<file path="src/rtl/epp_gate_pkg.sv">
package epp_gate_pkg;
  localparam int DATA_W = 32;
  localparam int OFF_W  = 3;

  localparam logic [OFF_W-1:0] OFF_LATCH    = 3'd0;
  localparam logic [OFF_W-1:0] OFF_STATUS   = 3'd1;
  localparam logic [OFF_W-1:0] OFF_CONTROL  = 3'd2;
  localparam logic [OFF_W-1:0] OFF_EPP_ADDR = 3'd3;
  localparam logic [OFF_W-1:0] OFF_EPP_DATA = 3'd4;

  localparam logic [7:0] GATE_MASK   = 8'h2F;
  localparam logic [7:0] WR_PATTERN  = 8'h04;
  localparam logic [7:0] RD_PATTERN  = 8'h24;
  localparam logic [7:0] CTRL_RESET  = 8'h0C;
  localparam logic [7:0] CTRL_FORCE  = 8'hC0;
  localparam logic [7:0] LATCH_RESET = 8'hFF;

  typedef enum logic [1:0] {
    KIND_ADDR  = 2'd0,
    KIND_DATA  = 2'd1,
    KIND_LATCH = 2'd2,
    KIND_CTRL  = 2'd3
  } kind_e;

  typedef enum logic [2:0] {
    SEL_ONES, SEL_LATCH, SEL_STAT, SEL_CTRL, SEL_ENG
  } rdsel_e;

  typedef struct packed {
    logic       issue;
    kind_e      kind;
    logic       isRead;
    logic [1:0] size;
    logic       latchLoad;
    logic       ctrlLoad;
    logic       clrTimeout;
    logic       respDone;
    rdsel_e     rdSel;
  } strobe_t;

  function automatic logic [DATA_W-1:0] laneMask(input logic [1:0] sz);
    case (sz)
      2'd0:    return {{(DATA_W-8){1'b0}}, 8'hFF};
      2'd1:    return {{(DATA_W-16){1'b0}}, 16'hFFFF};
      default: return '1;
    endcase
  endfunction
endpackage

</file>
<file path="src/rtl/epp_gate_ctrl.sv">
module epp_gate_ctrl
  import epp_gate_pkg::*;
#(
  parameter int ADDR_W = 11
) (
  input  logic              clk,
  input  logic              rstN,
  input  logic              hostSel,
  input  logic              hostWrite,
  input  logic [ADDR_W-1:0] hostAddr,
  input  logic [1:0]        hostSize,
  input  logic              clrBit,
  input  logic              ctrlSame,
  input  logic              latchSame,
  input  logic              wrGateOk,
  input  logic              rdGateOk,
  input  logic              engAck,
  output strobe_t           stb,
  output logic              hostReady,
  output logic              busy
);
  logic             nextBusy;
  logic             outside;
  logic [OFF_W-1:0] off;
  logic             eppOff;

  assign outside = |hostAddr[ADDR_W-1:OFF_W];
  assign off     = hostAddr[OFF_W-1:0];
  assign eppOff  = (off == OFF_EPP_ADDR) || (off == OFF_EPP_DATA);

  always_comb begin
    stb       = '0;
    stb.kind  = KIND_ADDR;
    stb.rdSel = SEL_ONES;
    hostReady = 1'b0;
    nextBusy  = busy;
    if (busy) begin
      stb.rdSel    = SEL_ENG;
      stb.respDone = engAck;
      hostReady    = engAck;
      if (engAck) nextBusy = 1'b0;
    end else if (hostSel) begin
      hostReady = 1'b1;
      stb.size  = (!outside && off == OFF_EPP_DATA) ? hostSize : 2'd0;
      if (!outside) begin
        if (hostWrite) begin
          if (off == OFF_LATCH && !latchSame) begin
            stb.issue     = 1'b1;
            stb.kind      = KIND_LATCH;
            stb.latchLoad = 1'b1;
          end
          if (off == OFF_STATUS) stb.clrTimeout = clrBit;
          if (off == OFF_CONTROL && !ctrlSame) begin
            stb.issue    = 1'b1;
            stb.kind     = KIND_CTRL;
            stb.ctrlLoad = 1'b1;
          end
          if (eppOff && wrGateOk) begin
            stb.issue = 1'b1;
            stb.kind  = (off == OFF_EPP_ADDR) ? KIND_ADDR : KIND_DATA;
          end
        end else begin
          case (off)
            OFF_LATCH:   stb.rdSel = SEL_LATCH;
            OFF_STATUS:  stb.rdSel = SEL_STAT;
            OFF_CONTROL: stb.rdSel = SEL_CTRL;
            default:     stb.rdSel = SEL_ONES;
          endcase
          if (eppOff && rdGateOk) begin
            stb.issue  = 1'b1;
            stb.isRead = 1'b1;
            stb.kind   = (off == OFF_EPP_ADDR) ? KIND_ADDR : KIND_DATA;
          end
        end
      end
      if (stb.issue) begin
        hostReady = 1'b0;
        nextBusy  = 1'b1;
      end
    end
  end

  always_ff @(posedge clk) begin
    if (!rstN) busy <= 1'b0;
    else       busy <= nextBusy;
  end

  // a host access that started a request is not completed in the issue cycle
  assert_no_early_ready_R10: assert property (@(posedge clk) disable iff (!rstN)
    (!busy && hostSel && stb.issue) |=> (busy && (hostReady == engAck)));
endmodule

</file>
<file path="src/rtl/epp_gate_dp.sv">
module epp_gate_dp
  import epp_gate_pkg::*;
(
  input  logic              clk,
  input  logic              rstN,
  input  strobe_t           stb,
  input  logic              busy,
  input  logic [DATA_W-1:0] hostWdata,
  input  logic [7:1]        lineStatus,
  input  logic [DATA_W-1:0] engRdata,
  input  logic              engErr,
  output logic [DATA_W-1:0] hostRdata,
  output kind_e             reqKind,
  output logic              reqRead,
  output logic [1:0]        reqSize,
  output logic [DATA_W-1:0] reqData,
  output logic              ctrlSame,
  output logic              latchSame,
  output logic              wrGateOk,
  output logic              rdGateOk
);
  logic [7:0] ctrlShadow;
  logic [7:0] latchShadow;
  logic       timeoutFlag;
  logic [7:0] ctrlForced;
  logic       eppKind;

  assign ctrlForced = hostWdata[7:0] | CTRL_FORCE;
  assign ctrlSame   = (ctrlForced == ctrlShadow);
  assign latchSame  = (hostWdata[7:0] == latchShadow);
  assign wrGateOk   = ((ctrlShadow & GATE_MASK) == WR_PATTERN);
  assign rdGateOk   = ((ctrlShadow & GATE_MASK) == RD_PATTERN);
  assign eppKind    = (reqKind == KIND_ADDR) || (reqKind == KIND_DATA);

  always_ff @(posedge clk) begin
    if (!rstN) begin
      ctrlShadow  <= CTRL_RESET;
      latchShadow <= LATCH_RESET;
      timeoutFlag <= 1'b0;
      reqKind     <= KIND_ADDR;
      reqRead     <= 1'b0;
      reqSize     <= 2'd0;
      reqData     <= '0;
    end else begin
      if (stb.ctrlLoad)  ctrlShadow  <= ctrlForced;
      if (stb.latchLoad) latchShadow <= hostWdata[7:0];
      if (stb.respDone && engErr && eppKind) timeoutFlag <= 1'b1;
      else if (stb.clrTimeout)               timeoutFlag <= 1'b0;
      if (stb.issue) begin
        reqKind <= stb.kind;
        reqRead <= stb.isRead;
        reqSize <= stb.size;
        reqData <= (stb.kind == KIND_CTRL) ? {{(DATA_W-8){1'b0}}, ctrlForced}
                                           : (hostWdata & laneMask(stb.size));
      end
    end
  end

  always_comb begin
    case (stb.rdSel)
      SEL_LATCH: hostRdata = {{(DATA_W-8){1'b0}}, latchShadow};
      SEL_STAT:  hostRdata = {{(DATA_W-8){1'b0}}, lineStatus, timeoutFlag};
      SEL_CTRL:  hostRdata = {{(DATA_W-8){1'b0}}, ctrlShadow};
      SEL_ENG:   hostRdata = engRdata & laneMask(reqSize);
      default:   hostRdata = laneMask(stb.size);
    endcase
  end

  assert_ctrl_forced_R2: assert property (@(posedge clk) disable iff (!rstN)
    !$stable(ctrlShadow) |-> (ctrlShadow[7:6] == 2'b11));

  assert_write_gate_R4: assert property (@(posedge clk) disable iff (!rstN)
    (busy && eppKind && !reqRead) |-> ((ctrlShadow & GATE_MASK) == WR_PATTERN));

  assert_read_gate_R5: assert property (@(posedge clk) disable iff (!rstN)
    (busy && reqRead) |-> ((ctrlShadow & GATE_MASK) == RD_PATTERN));

  assert_timeout_cause_R6: assert property (@(posedge clk) disable iff (!rstN)
    $rose(timeoutFlag) |-> $past(busy && engErr));

  assert_req_stable_R10: assert property (@(posedge clk) disable iff (!rstN)
    (busy && !stb.respDone) |=> (busy && $stable(reqData) && $stable(reqKind)
                                 && $stable(reqSize) && $stable(reqRead)));
endmodule

</file>
<file path="src/rtl/epp_gate_bridge.sv">
module epp_gate_bridge
  import epp_gate_pkg::*;
#(
  parameter int ADDR_W = 11
) (
  input  logic              clk,
  input  logic              rstN,
  input  logic              hostSel,
  input  logic              hostWrite,
  input  logic [ADDR_W-1:0] hostAddr,
  input  logic [1:0]        hostSize,
  input  logic [31:0]       hostWdata,
  output logic [31:0]       hostRdata,
  output logic              hostReady,
  input  logic [7:1]        lineStatus,
  output logic              engReq,
  output logic [1:0]        engKind,
  output logic              engRead,
  output logic [1:0]        engSize,
  output logic [31:0]       engWdata,
  input  logic              engAck,
  input  logic [31:0]       engRdata,
  input  logic              engErr
);
  strobe_t stb;
  logic    busy;
  logic    ctrlSame, latchSame, wrGateOk, rdGateOk;
  kind_e   reqKind;

  epp_gate_ctrl #(.ADDR_W(ADDR_W)) u_ctrl (
    .clk(clk), .rstN(rstN), .hostSel(hostSel), .hostWrite(hostWrite),
    .hostAddr(hostAddr), .hostSize(hostSize), .clrBit(hostWdata[0]),
    .ctrlSame(ctrlSame), .latchSame(latchSame), .wrGateOk(wrGateOk),
    .rdGateOk(rdGateOk), .engAck(engAck), .stb(stb), .hostReady(hostReady),
    .busy(busy)
  );

  epp_gate_dp u_dp (
    .clk(clk), .rstN(rstN), .stb(stb), .busy(busy), .hostWdata(hostWdata),
    .lineStatus(lineStatus), .engRdata(engRdata), .engErr(engErr),
    .hostRdata(hostRdata), .reqKind(reqKind), .reqRead(engRead),
    .reqSize(engSize), .reqData(engWdata), .ctrlSame(ctrlSame),
    .latchSame(latchSame), .wrGateOk(wrGateOk), .rdGateOk(rdGateOk)
  );

  assign engReq  = busy;
  assign engKind = reqKind;
endmodule

</file>
<file path="config.mk">
export PLATFORM = sky130hd
export DESIGN_NAME = epp_gate_bridge
export DESIGN_NICKNAME = d
export VERILOG_FILES = /design/src/rtl/epp_gate_pkg.sv /design/src/rtl/epp_gate_ctrl.sv /design/src/rtl/epp_gate_dp.sv /design/src/rtl/epp_gate_bridge.sv
export SDC_FILE = /design/constraint.sdc
export NUM_CORES = 1
export LEC_CHECK = 0
export CAP_MARGIN = 20
export CORE_ASPECT_RATIO = 2
export CORE_MARGIN = 3
export CORE_UTILIZATION = 39
export DETAILED_ROUTE_END_ITERATION = 12
export PLACE_DENSITY = 0.82
export SLEW_MARGIN = 30
export SYNTH_ARGS = -nofsm -noshare
export SYNTH_HDL_FRONTEND = slang
export SYNTH_SLANG_ARGS = --single-unit
</file>
<file path="constraint.sdc">
create_clock -name clk -period 3.3 [get_ports clk]
set_clock_uncertainty 0.1 [all_clocks]
set_input_delay 0.825 -clock clk [delete_from_list [all_inputs] [get_ports clk]]
set_output_delay 0.825 -clock clk [all_outputs]
set_load 0.02 [all_outputs]
</file>
* Yosys cells after proc, flatten, opt, wreduce, memory -nomap -nowiden
Index checks and enable logic that the tools add are counted.
** Storage, ports and cells
- Logic and storage cells :: 84
- Output and inout port bits :: 71
- Register bits after elaboration :: 54
- Input port bits :: 90
** Cells by class
- Reduce and logical (&&, ||, !) cells :: 18
- Mux-type cells :: 40
- Equal/unequal tests :: 16
- Bitwise gates (word level) :: 2
** Operators with widths (number)
- $mux 32 :: 4
- $pmux 32 s2 :: 2
- $pmux 32 s4 :: 1
- $and 32x32->32 :: 2
- $mux 3 :: 10
- $mux 9 :: 2
- $eq 8x8->1 :: 2
- $mux 4 :: 4
- $mux 1 :: 15
- $eq 3x2->1 const B :: 4
- $reduce_or 8->1 :: 1
- $logic_and 1x1->1 :: 7
- $eq 2x1->1 const B :: 3
- $eq 3x1->1 const B :: 2
- $eq 3x3->1 const B :: 2
- $logic_not 2->1 :: 3
- $pmux 2 s3 :: 1
- $eq 5x3->1 const B :: 1
- $eq 5x5->1 const B :: 1
- $logic_not 1->1 :: 3
- $logic_not 3->1 :: 1
- $eq 2x2->1 const B :: 1
- $logic_or 1x1->1 :: 2
- $mux 2 :: 1
- $reduce_bool 2->1 :: 1

* Logic depth before layout (Yosys ltp)
Gate-level depths: netlist of the first run.
- Depth after elaboration :: 18
- Depth in mapped cells :: 7

* Modules after synthesis
Synthesis of the first run repeated with hierarchy kept, for this count alone.
** Unflattened totals
- Cells, all modules :: 351
- Area total of the unflattened synthesis :: 3052.9 um^2
** By module, submodules not included
- epp_gate_dp :: cells an instance 301, times used 1, area each 2678.8 um^2, sequential area each 1061.0 um^2
- epp_gate_ctrl :: cells an instance 50, times used 1, area each 374.1 um^2, sequential area each 20.0 um^2

* Least setup slack after synthesis of the first run
No wires, ideal clock.
- Kind :: in2out
- Start :: input port hostAddr[6]
- End :: output port hostRdata[6]
- Data arrival time :: 2.227 ns
- Cell stages on the path :: 5
- Data required time :: 2.375 ns
- Slack :: 0.148 ns
- Cell sequence :: nor4_1 -> nand3_1 -> nor4_2 -> a22oi_1 -> nand3_1
** Between the ends
- Longest elaborated chain between the ends :: 6
- Elaborated cells between the ends (all ways) :: 9
- Those cells by class :: 4 x eq/ne; 4 x mux; 1 x reduce/logical
** RTL lines
- start: declaration :: RTL line epp_gate_bridge.sv:10 : input logic [ADDR_W-1:0] hostAddr,
- $reduce_or 8->1 (*) :: RTL line epp_gate_ctrl.sv:27 : assign outside = |hostAddr[ADDR_W-1:OFF_W];
- $mux 3 (*) :: RTL line epp_gate_ctrl.sv:45 : if (!outside) begin
- $mux 3 (*) :: RTL line epp_gate_ctrl.sv:42 : end else if (hostSel) begin
- $mux 3 (*) :: RTL line epp_gate_ctrl.sv:37 : if (busy) begin
- $eq 3x3->1 (tied with other cells)
- $pmux 32 s4 (*) :: RTL line epp_gate_dp.sv:60 : case (stb.rdSel)
- end: declaration :: RTL line epp_gate_bridge.sv:13 : output logic [31:0] hostRdata,
Mark *: on every way between the ends. The rest lies on a longest branch, timed or not.

* Worst setup path in the final report of the first run
- Start :: input port hostAddr[3]
- End :: output port hostRdata[8]
** Between the ends
- Longest elaborated chain between the ends :: 9
- Elaborated cells between the ends (all ways) :: 17
- Those cells by class :: 5 x eq/ne; 8 x mux; 4 x reduce/logical
** RTL lines
- $reduce_or 8->1 (*) :: RTL line epp_gate_ctrl.sv:27
- $logic_not 1->1 :: RTL line epp_gate_ctrl.sv:44 : stb.size = (!outside && off == OFF_EPP_DATA) ? hostSize : 2'd0;
- $logic_and 1x1->1 :: RTL line epp_gate_ctrl.sv:44
- $mux 2 :: RTL line epp_gate_ctrl.sv:44
- $mux 9 :: RTL line epp_gate_ctrl.sv:42
- $mux 9 :: RTL line epp_gate_ctrl.sv:37
- $eq 2x1->1 / $logic_not 2->1 (equally long branches) :: RTL line epp_gate_pkg.sv:42 : case (sz)
- $pmux 32 s2 :: RTL line epp_gate_pkg.sv:42
- $pmux 32 s4 (*) :: RTL line epp_gate_dp.sv:60
Marks and branches as above.

==> results.env, run 1 <==
RUN_STATUS='finished, final reports clean'
COMB_POWER_SHARE_PCT=14.3
CRITPATHBUFINV=4
CTSROOTBUFFERMASTER='clkbuf_16'
CLKSLEWWORSTSETUPHOLDPATHS_PS=60
DOMINANTREGCELLSYNTH='dfxtp_1'
P_LEAK_uW=0.002275
HOLD_CLASS='reg2reg'
CRITICAL_PATH.SLOWEST_CELL='nor4_2'
DRC=0
DETAILEDPLACEMENTHPWL_UM=8161
WIRE_LENGTH_PER_CELL_UM=16.60
CTS_TREE='yes'
SYN-NUM-NETS=433
LAYOUT-DRIVE-GT1-SHARE_PCT=27.39
WORSTPATHARRIVAL_PS=2320
CLOCK_INSERTION_DELAY_WORST_SKEW_PS=300
SYNTH_CELLS=343
ADDER_AND_MAJORITY_GATE_PORTION_OF_THE_SYNTHESIZED_AREA_PCT=0
MAX_CAP_VIOLATIONS=0
CRITICALPATHCATEGORY='in2out'
SYN_AREA_UM2=2935
MAXSLEWHEADROOM_PCT=54.73
SYNTH_TOP_AREA_CELL='dfxtp_1'
LARGEST_STAGE_DELAY_ON_THE_CRITICAL_PATH_PS=360
ROUTABILITYCONGESTION=0.8330
FP.COREAREA_UM2=7267
CRITICAL_PATH_REQUIRED_PS=2370
CLOCKPOWERSHARE_PCT=38.6
ASYNC_RESET_FF_SHARE_PCT=0
YS_TYPES=54
GRT_START_MAX_NET_PINS=41
CELLS_ALONG_THE_CRITICAL_PATH='buf_6, nor4_2, nand3_2, buf_4, buf_4, or2_4, nand2_1, clkdlybuf4s15_2'
POST_SYNTH_XOR_AREA_FRACTION_PCT=4.476
HOLDWS_PS=359.0
CELL_FAMILY_CONTRIBUTING_THE_MOST_DELAY_ON_THE_CRITICAL_PATH='simple AND/OR/NAND/NOR gates'
GRT_ANTENNA_BEFORE_REPAIR=0
YOSYS_WARNINGS=0
SYNTH_TOP_AREA_SHARE_PCT=36.83
SYNTH.MUX.AREA_FRACTION_PCT=7.161
POSTROUTEWIRELENGTH_UM=10560
GRT_FIRST_PASS_WIRELENGTH_UM=16550
FINALHOLDVIOLCOUNT=0
SINK_COUNT=54
GRT_PASS1_VIAS=3568
VDD.IR_DROP.WORST_uV=382.6
HTREEDEPTH=2
SYNTH-COMPOUND-AREA-SHARE_PCT=22.55
MAX-CLOCK-PATH-BUFFERS=2
TOTAL_POWER_DENSITY_PER_CELL_AREA_nW_PER_UM2=265.5
SYNTH_SEQUENTIAL_AREA_RATIO_PCT=36.83
DETAIL_ROUTE.FIRST_PASS.ITERATIONS=4
ROWS=44
CELLINTERNALPOWER_uW=1075
TRACK_USAGE_PCT=24.48
FINAL_ANTENNA_NET_COUNT=0
MAXCLOCKFREQUENCY_GHz=0.3079
DESIGN.PORTCOUNT=161
TIMING.CRITICAL_PATH.MODE_CELL='buf_4'
POWER.SWITCHING_FRACTION_PCT=22.22
CRIT_PATH_MAX_FANOUT=8
SEQ_POWER_SHARE_PCT=47.1
PERIOD_NEEDED_PS=3247
COUNT_OF_ANTENNA_DIODES_IN_THE_LAYOUT=0
PLACEMENT.IO_BUFFERS=160
FLOW.AREA_GROWTH_FROM_SYNTHESIS_PCT=77.32
SYNTH_ENABLE_FLOP_CELLS=0
P_SWITCHING_uW=307.1
DIE_H_UM=128.7
SYNTHTOPCELLSBYAREA='dfxtp_1 37%, nand2_1 11%, mux2i_1 7.2%'
MAXSLEWVIOLCOUNT=0
MIN_PERIOD_OVER_PERIOD_PCT=98.40
SYNTH_TOP_FAMILY_BY_AREA='simple AND/OR/NAND/NOR gates'
POST_SYNTH.CELL_AREA_AVG_UM2=8.558
UNREPAIRED_SETUP_ENDPOINTS_AFTER_GLOBAL_ROUTING='yes'
REPORT.FINAL.SETUP_VIOL=0
CTS_MADE_BUFFERS=5
FLOORPLAN.DIE.WIDTH_UM=67.35
INITIAL_CORE_UTIL_PCT=40.39
YOSYS_REGISTER_BITS=54
DESIGN.DIE.AREA_UM2=8667
END_KIND='primary output'
POST_SYNTH_AND_OR_NAND_NOR_AREA_FRACTION_PCT=24.47
DESIGN.FINAL.NETS=633
MAX_SLEW.WORST_PIN.SLEW_PS=679.0
GRT.OVERFLOW.TOTAL=0
ROUTED_VIA_DENSITY=5.368
CTS.HOLD.BUFFERS_ADDED=0
CP-START-KIND='primary input'
POSTLAYOUTCOREUTIL_PCT=71.63
NUM_VIAS=3414
POST-LAYOUT-TOTAL-POWER_uW=1382
DETAILEDROUTE.FIRSTITERATIONVIOLATIONS=144
layer usage:
metal  share of wire, %  wire, um  GRT usage (%)  vias to the layer above
met5                  0         0              0                        -
met4                5.2       547          15.19                        0
met3                6.6       692          6.026                       40
met2                 54      5700          45.48                      136
met1                 34      3615          22.64                     1583
li1                   -         -              -                     1655
power by group through the flow:
stage	clock [uW]	combinational (uW)	sequential, uW
after floorplan	0	44.5	666
after global placement	0	189	666
after detailed placement	0	192	666
after CTS	543	192	651
after global routing	567	209	651
final	533	197	651
layout make-up:
cell class / instances / area [um^2]
well taps: 92 / 115.1
flip-flops and latches: 54 / 1081
clock inverters: 1 / 5.005
fillers: 590 / 2062
clock buffers: 7 / 142.6
repair buffers: 216 / 2004
inverters: 3 / 11.26
multi-input cells: 263 / 1846
worst reg2reg max path: stages, from the launching register on:
cell,delay (ps)
dfxtp_1,400
xnor2_1,160
nand4_1,220
buf_4,210
buf_4,130
o211a_1,260
a211oi_4,290
buf_4,250
buf_12,150
mux2i_1,180
layout by cell type (no fill, tap or decap), types with 12 or more instances in the layout:
cell             instances
a21oi_1                 13
a32o_2                  12
buf_2                   14
buf_4                   52
clkdlybuf4s15_2         16
clkdlybuf4s50_1        107
dfxtp_1                 54
mux2i_1                 21
nand2_1                 88
nand3_1                 21
xnor2_1                 14
through the flow:
step	instances	setup TNS, ps	cell area [um^2]	setup WS, ps
2_1_floorplan	343	0	2935	147.7
3_3_place_gp	623	-21880	4946	-750.3
3_5_place_dp	623	-23510	4946	-842.7
4_1_cts	635	0	5167	1.140
5_1_grt	636	-7.104	5205	-5.670
6_report	636	0	5205	52.70
registers in the layout (all words and copies together) (netlist names):
register and count:
u_dp.reqKind 2, u_dp.timeoutFlag 1, u_dp.reqSize 2, u_dp.latchShadow 8, u_dp.reqData 32, u_dp.ctrlShadow 7, u_ctrl.busy 1, u_dp.reqRead 1
cell families (layout without fill, tap and decap cells):
kind of cell	Yosys count	in the layout
compound gates	79	79
flops	54	54
simple gates	148	148
xor+xnor	15	15
mux	21	21
buf+inv	26	227
what timing repair did:
item,CTS,global route
buffers inserted,4,1
pin swaps,15,8
cloned,0,0
endpoints found under the setup margin,33,25
hold endpoints to repair,0,0
gates resized for setup,184,13
synth_stat cells (all sizes together) (5+ instances only):
cell type  number
a22oi           8
nand2          88
a21oi          14
buf             8
nor4            5
nor2            7
dfxtp          54
a221oi          6
mux2i          21
o21ai          10
xnor2          14
nand3          24
a32o           17
clkbuf         15
worst paths after layout:
check | end | cells past startpoint | slack, ps | startpoint
setup / recovery | hostRdata[8] | 8 | 50 | hostAddr[3]
hold / removal | u_dp.reqData[0] | 2 | 360 | u_dp.reqData[0]
setup reg to reg | u_dp.reqData[14] | 9 | 880 | u_dp.latchShadow[7]
hold reg to reg | u_dp.reqData[0] | 2 | 360 | u_dp.reqData[0]
(Power assumes the default switching activity.)
==> inputs of run 2 (changes only) <==
--- a/config.mk
+++ b/config.mk
@@ -11,6 +11,7 @@
 export CORE_UTILIZATION = 39
 export DETAILED_ROUTE_END_ITERATION = 12
 export PLACE_DENSITY = 0.82
+export SETUP_SLACK_MARGIN = 0.4
 export SLEW_MARGIN = 30
 export SYNTH_ARGS = -nofsm -noshare
 export SYNTH_HDL_FRONTEND = slang
==> run 2 against run 1 <==
Compared with the run above:
- die area unchanged
- sequential power is essentially flat
- fmax up 0.43%
- critical path depth shrank 1
- largest power group unchanged
- global-route usage rose by 1.5 points
- setup slack improved by 14 ps
- worst hold slack better by 4.7 ps
- power grew 0.54%
- highest routed layer unchanged
- critical path type unchanged
- via count rose by 2.5%
- cell count rose by 1.3%
- first-iteration DRC count is 35% lower
==> results.env, run 2 (synthesis gave the netlist of run 1 again) <==
RUN_STATUS='finished, final reports clean'
INITIAL_CORE_UTIL_PCT=40.39  # unchanged
CRIT_PATH_MAX_FANOUT=7  # -1
PLACEMENT.IO_BUFFERS=160  # unchanged
GRT_PASS1_VIAS=3750  # +5.1%
CLKSLEWWORSTSETUPHOLDPATHS_PS=60  # about the same
FP.COREAREA_UM2=7267  # unchanged
WIRE_LENGTH_PER_CELL_UM=17.13  # +3.2%
POSTROUTEWIRELENGTH_UM=11030  # +4.5%
LAYOUT.CELLS.MOST_COMMON='clkdlybuf4s50_1'
FINAL.SETUP.WORST_SLACK_PS=66.67  # +13.97 ps
ROUTABILITYCONGESTION=0.8211  # -1.4%
MAX-CLOCK-PATH-BUFFERS=2  # unchanged
CRITICAL_PATH.SLOWEST_CELL='or4_4'
LARGEST_STAGE_DELAY_ON_THE_CRITICAL_PATH_PS=550  # +190 ps
DETAILEDPLACEMENTHPWL_UM=8659  # +6.1%
FINALHOLDVIOLCOUNT=0  # unchanged
CELLS_ALONG_THE_CRITICAL_PATH='buf_8, or4_4, nor2_4, a31oi_4, a221oi_2, nand2_2, buf_6'
PERIOD_NEEDED_PS=3233  # -13.97 ps
MAXSLEWHEADROOM_PCT=59.77  # +5.0 points
GRT_ANTENNA_BEFORE_REPAIR=0  # unchanged
FINAL_ANTENNA_NET_COUNT=0  # unchanged
TRACK_USAGE_PCT=26.00  # +1.5 points
CTSROOTBUFFERMASTER='clkbuf_16'
HOLD_CLASS='reg2reg'
CTS_TREE='yes'
CTS_MADE_BUFFERS=5  # unchanged
LARGESTREGISTERS='u_dp.reqData: 32 flops, u_dp.latchShadow: 8 flops, u_dp.ctrlShadow: 7 flops'
PLACE_WORST_SETUP_SLACK_PS=-784.0  # +58.71 ps
FLOORPLAN.DIE.WIDTH_UM=67.35  # unchanged
ROWS=44  # unchanged
TOP_REGISTER='u_dp.reqData'
FLOW.AREA_GROWTH_FROM_SYNTHESIS_PCT=88.92
MAXCLOCKFREQUENCY_GHz=0.3093  # +0.43%
TOTAL_POWER_DENSITY_PER_CELL_AREA_nW_PER_UM2=250.5  # -5.6%
DETAILEDROUTE.FIRSTITERATIONVIOLATIONS=94  # -35%
UNREPAIRED_SETUP_ENDPOINTS_AFTER_GLOBAL_ROUTING='yes'
ROUTED_VIA_DENSITY=5.433  # +1.2%
NUM_VIAS=3499  # +2.5%
LAYOUT-DRIVE-GT1-SHARE_PCT=34.42  # +7.0 points
DESIGN.DIE.AREA_UM2=8667  # unchanged
END_KIND='primary output'
DESIGN.PORTCOUNT=161  # unchanged
VDD.IR_DROP.WORST_uV=426.1  # +11%
GRT_FIRST_PASS_WIRELENGTH_UM=17480  # +5.6%
POST-PLACE-CELLS=623  # unchanged
GRT_START_MAX_NET_PINS=35  # -15%
DESIGN.FINAL.NETS=641  # +1.3%
FINAL_DESIGN_AREA_NO_FILL_UM2=5545  # +6.5%
CLOCK_INSERTION_DELAY_WORST_SKEW_PS=290  # about the same
CRITICAL_PATH_REQUIRED_PS=2370  # about the same
MIN_PERIOD_OVER_PERIOD_PCT=97.98  # -0.42 points
DRC=0  # unchanged
MAXSLEWVIOLCOUNT=0  # unchanged
SINK_COUNT=54  # unchanged
REPORT.FINAL.SETUP_VIOL=0  # unchanged
DETAIL_ROUTE.FIRST_PASS.ITERATIONS=4  # unchanged
CP-START-KIND='primary input'
GRT.OVERFLOW.TOTAL=0  # unchanged
MAX_REG_FLOPS=32  # unchanged
POSTLAYOUTCOREUTIL_PCT=76.31  # +4.7 points
MAX_CAP_VIOLATIONS=0  # unchanged
COUNT_OF_ANTENNA_DIODES_IN_THE_LAYOUT=0  # unchanged
HTREEDEPTH=2  # unchanged
CRITICALPATHCATEGORY='in2out'
MAX_SLEW.WORST_PIN.SLEW_PS=601.2  # -77.86 ps
FINAL_CELL_MIX='105 x clkdlybuf4s50_1, 71 x buf_4, 64 x nand2_1'
POST-LAYOUT-TOTAL-POWER_uW=1389  # +0.54%
WORSTPATHARRIVAL_PS=2310  # about the same
FINALNONFILLERCELLS=644  # +1.3%
PLACEMENT.CELL_AREA_UM2=5233  # +5.8%
DIE_H_UM=128.7  # unchanged
RRSETUPSLACK_PS=1070  # +190 ps
P_LEAK_uW=0.002403  # +5.6%
run 2: cell count changes in the layout (fill, tap and decap cells not counted), moves of 3 or more:
cell / before / now
nor4_4: 2 / 5
nand2_1: 88 / 64
buf_8: 0 / 3
clkdlybuf4s15_2: 16 / 0
nand2_4: 0 / 8
nand3_1: 21 / 18
buf_6: 10 / 24
buf_4: 52 / 71
nand2_2: 0 / 14
buf_2: 14 / 3
nor4_2: 3 / 0
run 2: timing repair:
| item | CTS | global route |
|---|---|---|
| gates cloned | 0 | 0 |
| endpoints found under the setup margin | 53 | 33 |
| gates resized for setup | 230 | 30 |
| setup buffers | 8 | 5 |
| endpoints found under the hold margin | 0 | 0 |
| pin swaps | 24 | 16 |
| hold buffers | 0 | 0 |
run 2: path summary, 6_finish.rpt:
path / from / end / cells after the start
worst max-delay path: hostAddr[10] / hostRdata[4] / 7
worst min-delay path: u_dp.reqData[5] / u_dp.reqData[5] / 2
worst max register to register: u_dp.latchShadow[7] / u_dp.reqData[12] / 7
worst min register to register: u_dp.reqData[5] / u_dp.reqData[5] / 2
run 2: per-stage QoR:
| stage | hold slack [ps] | setup TNS [ps] |
|---|---|---|
| floorplan | 351.4 | 0 |
| global placement | 345.2 | -22700 |
| detailed placement | 355.8 | -23550 |
| CTS | 367.7 | 0 |
| global route | 394.5 | 0 |
| finish | 363.7 | 0 |
run 2: area by class of cell:
cell class / count / area (um^2)
Clock buffer: 7 / 142.6
Fill cell: 529 / 1722
Clock inverter: 1 / 5.005
Inverter: 3 / 11.26
Timing Repair Buffer: 224 / 2132
Multi-Input combinational cell: 263 / 2058
Sequential cell: 54 / 1081
Tap cell: 92 / 115.1
run 2: critical path, delay by kind of cell:
kind,cells,cell delay [ps]
buffers and inverters,2,240
and+or+nand+nor,3,810
AOI/OAI and AO/OA,2,420
run 2: routing by layer:
metal  track usage, %  vias to the layer above  share of wire [%]
li1                 -                     1665                  -
met1            24.36                     1629                 32
met2            48.03                      155                 56
met3            4.716                       50                6.3
met4            18.30                        0                6.2
met5                0                        -                  0
run 2: report_power, final:
part | switching [uW] | internal (uW)
Clock | 226 | 301
Combinational | 80.3 | 131
Sequential | 0.0530 | 651
==> inputs of run 3 (changes only) <==
--- a/config.mk
+++ b/config.mk
@@ -6,7 +6,7 @@
 export NUM_CORES = 1
 export LEC_CHECK = 0
 export CAP_MARGIN = 20
-export CORE_ASPECT_RATIO = 2
+export CORE_ASPECT_RATIO = 0.75
 export CORE_MARGIN = 3
 export CORE_UTILIZATION = 39
 export DETAILED_ROUTE_END_ITERATION = 12
==> run 3 against run 2 <==
Compared with the run above:
- non-clock buffer count decreased by 5
- fmax is 1.4% lower
- critical path depth stayed put
- first-iteration DRC count grew to 3.1 times the previous value
- global-route usage up 0.56 points
- clock-buffer cell count decreased by 2
- setup slack got worse by 47 ps
- sequential power about the same
- worst hold slack better by 5.3 ps
- power decreased by 4.9%
- largest power group unchanged
- highest routed layer unchanged
==> results.env, run 3 (synthesis gave the netlist of run 1 again) <==
P_LEAK_uW=0.002384  # -0.78%
POSTLAYOUTCOREUTIL_PCT=79.58  # +3.3 points
COUNT_OF_ANTENNA_DIODES_IN_THE_LAYOUT=0  # unchanged
RUN_STATUS='finished, final reports clean'
PLACEMENT.CELL_AREA_UM2=5218  # -0.29%
GRT.OVERFLOW.TOTAL=0  # unchanged
MAXSLEWHEADROOM_PCT=61.94  # +2.2 points
DETAILEDROUTE.FIRSTITERATIONVIOLATIONS=287  # +210%
FLOW.AREA_GROWTH_FROM_SYNTHESIS_PCT=91.39
MAX-CLOCK-PATH-BUFFERS=2  # unchanged
DESIGN.FINAL.NETS=636  # -0.78%
WORST_HOLD_PATH.NUM_CELLS=2  # unchanged
POSTROUTEWIRELENGTH_UM=12110  # +9.8%
HOLDPATHEND='u_dp.reqData[3]'
UNREPAIRED_SETUP_ENDPOINTS_AFTER_GLOBAL_ROUTING='yes'
MIN_PERIOD_OVER_PERIOD_PCT=99.41  # +1.4 points
TOTAL_POWER_DENSITY_PER_CELL_AREA_nW_PER_UM2=235.2  # -6.1%
MAX_SLEW.WORST_PIN.SLEW_PS=569.2  # -31.98 ps
CTS_MADE_BUFFERS=5  # unchanged
PERIOD_NEEDED_PS=3281  # +47.20 ps
CLKSLEWWORSTSETUPHOLDPATHS_PS=100  # +40 ps
PLACEMENT.IO_BUFFERS=160  # unchanged
GRT_FIRST_PASS_WIRELENGTH_UM=18350  # +5.0%
FILL_CELLS=455  # -14%
DETAIL_ROUTE.FIRST_PASS.ITERATIONS=5  # +1
CRITICALPATHCATEGORY='in2out'
LAYOUT-DRIVE-GT1-SHARE_PCT=34.19  # -0.23 points
VDD.IR_DROP.WORST_uV=260.7  # -39%
TRACK_USAGE_PCT=26.56  # +0.56 points
WORST_SETUP_PATH_STARTPOINT='hostAddr[7]'
GRT_START_MAX_NET_PINS=48  # +37%
REG2REG_FROM='u_dp.latchShadow[7]'
CTSROOTBUFFERMASTER='clkbuf_8'
FLOORPLAN.DIE.WIDTH_UM=106.2  # +58%
RR_ENDPOINT='u_dp.reqData[11]'
WIRE_LENGTH_PER_CELL_UM=18.77  # +9.6%
MAX_REG_FLOPS=32  # unchanged
CTS.HOLD.BUFFERS_ADDED=0  # unchanged
REPORT.FINAL.SETUP_VIOL=0  # unchanged
INITIAL_CORE_UTIL_PCT=41.58  # +1.2 points
DESIGN.PORTCOUNT=161  # unchanged
CP-START-KIND='primary input'
TOP_REGISTER='u_dp.reqData'
GRT_ANTENNA_BEFORE_REPAIR=0  # unchanged
SINK_COUNT=54  # unchanged
FINAL_DESIGN_AREA_NO_FILL_UM2=5618  # +1.3%
FINALHOLDVIOLCOUNT=0  # unchanged
DESIGN.DIE.AREA_UM2=8614  # -0.61%
CLOCK_INSERTION_DELAY_WORST_SKEW_PS=310  # +20 ps
CRIT_PATH_MAX_FANOUT=7  # unchanged
DIE_H_UM=81.13  # -37%
LARGESTREGISTERS='u_dp.reqData: 32 flops, u_dp.latchShadow: 8 flops, u_dp.ctrlShadow: 7 flops'
NUM_VIAS=3569  # +2.0%
RR_WORST_DEPTH=8  # +1
GRT_PASS1_VIAS=3628  # -3.3%
HTREEDEPTH=2  # unchanged
WORSTPATHARRIVAL_PS=2360  # +50 ps
CRITICAL_PATH_REQUIRED_PS=2370  # about the same
RRSETUPSLACK_PS=1060  # about the same
END_KIND='primary output'
FP.COREAREA_UM2=7059  # -2.9%
ROWS=26  # -41%
MAX_CAP_VIOLATIONS=0  # unchanged
DETAILEDPLACEMENTHPWL_UM=8467  # -2.2%
DRC=0  # unchanged
ROUTABILITYCONGESTION=0.8308  # +1.2%
PLACE_WORST_SETUP_SLACK_PS=-777.8  # +6.208 ps
HOLD_CLASS='reg2reg'
LAUNCH_INSTANCE_OF_THE_WORST_MIN_DELAY_PATH='u_dp.reqData[3]'
MAXSLEWVIOLCOUNT=0  # unchanged
MAXCLOCKFREQUENCY_GHz=0.3048  # -1.4%
LAYOUT.CELLS.MOST_COMMON='clkdlybuf4s50_1'
FINAL_ANTENNA_NET_COUNT=0  # unchanged
HOLDWS_PS=369.1  # +5.322 ps
CTS_TREE='yes'
FINAL_CELL_MIX='106 x clkdlybuf4s50_1, 58 x nand2_1, 54 x dfxtp_1'
ROUTED_VIA_DENSITY=5.533  # +1.8%
FINAL.SETUP.WORST_SLACK_PS=19.47  # -47.20 ps
## run 3: changes by cell type in the layout (fill, tap and decap cells not counted), sizes merged
| cell | change |
|---|---|
| clkdlybuf4s50 | +1 |
| buf | -5 |
| dlymetal6s2s | -1 |
| inv | +1 |
| clkbuf | -2 |
| bufinv | +1 |
## run 3: layout make-up
type	instances	area [um^2]	share of cell area [%]
inverter	3	11.26	0.2004
tap	98	122.6	2.183
clock inverter	3	47.55	0.8463
clock buffer	5	68.82	1.225
sequential	54	1081	19.24
timing repair buffer	219	2161	38.46
multi-input combinational	263	2126	37.84
## run 3: worst max-delay path, cell delays in order
cell and delay, ps:
buf_6 100, or4_4 570, nor2_4 190, a31oi_4 190, a221oi_2 260, nand2_2 80
buf_6 140
## run 3: timing repair
| item | CTS | global route |
|---|---|---|
| pin swaps | 28 | 7 |
| buffers inserted | 8 | 2 |
| setup endpoints to repair | 33 | 33 |
| resized for setup | 273 | 11 |
| gates cloned | 1 | 0 |
| endpoints found under the hold margin | 0 | 0 |
## run 3: worst max path at each step
stage / slack [ps] / to
after global placement: -700 / hostRdata[0]
after detailed placement: -780 / hostRdata[5]
after global routing: -20 / hostRdata[4]
final: 20 / hostRdata[3]
after CTS: 30 / hostRdata[4]
after floorplan: 280 / hostRdata[1]
## run 3: where the power goes
part / leakage, uW / internal, uW / switching, uW
Combinational: 0.00189 / 126 / 85.9
Clock: 0.0000587 / 230 / 228
Sequential: 0.000435 / 651 / 0.0546
Total: 0.00238 / 1010 / 313
## run 3: routing by layer
| layer | part of all wire [%] | track usage [%] | vias to the layer above |
|---|---|---|---|
| met4 | 2.0 | 8.150 | 0 |
| met1 | 39 | 31.89 | 1708 |
| met2 | 51 | 47.72 | 168 |
| met5 | 0 | 0 | - |
| li1 | - | - | 1669 |
| met3 | 7.9 | 6.116 | 24 |
## run 3: through the flow
| step | total power, uW | setup TNS [ps] | instances |
|---|---|---|---|
| 2_1_floorplan | 717.3 | 0 | 343 |
| 3_3_place_gp | 869.9 | -22180 | 626 |
| 3_5_place_dp | 873.7 | -23770 | 626 |
| 6_report | 1321 | 0 | 645 |
| 5_1_grt | 1369 | -45.51 | 645 |
| 4_1_cts | 1322 | 0 | 643 |
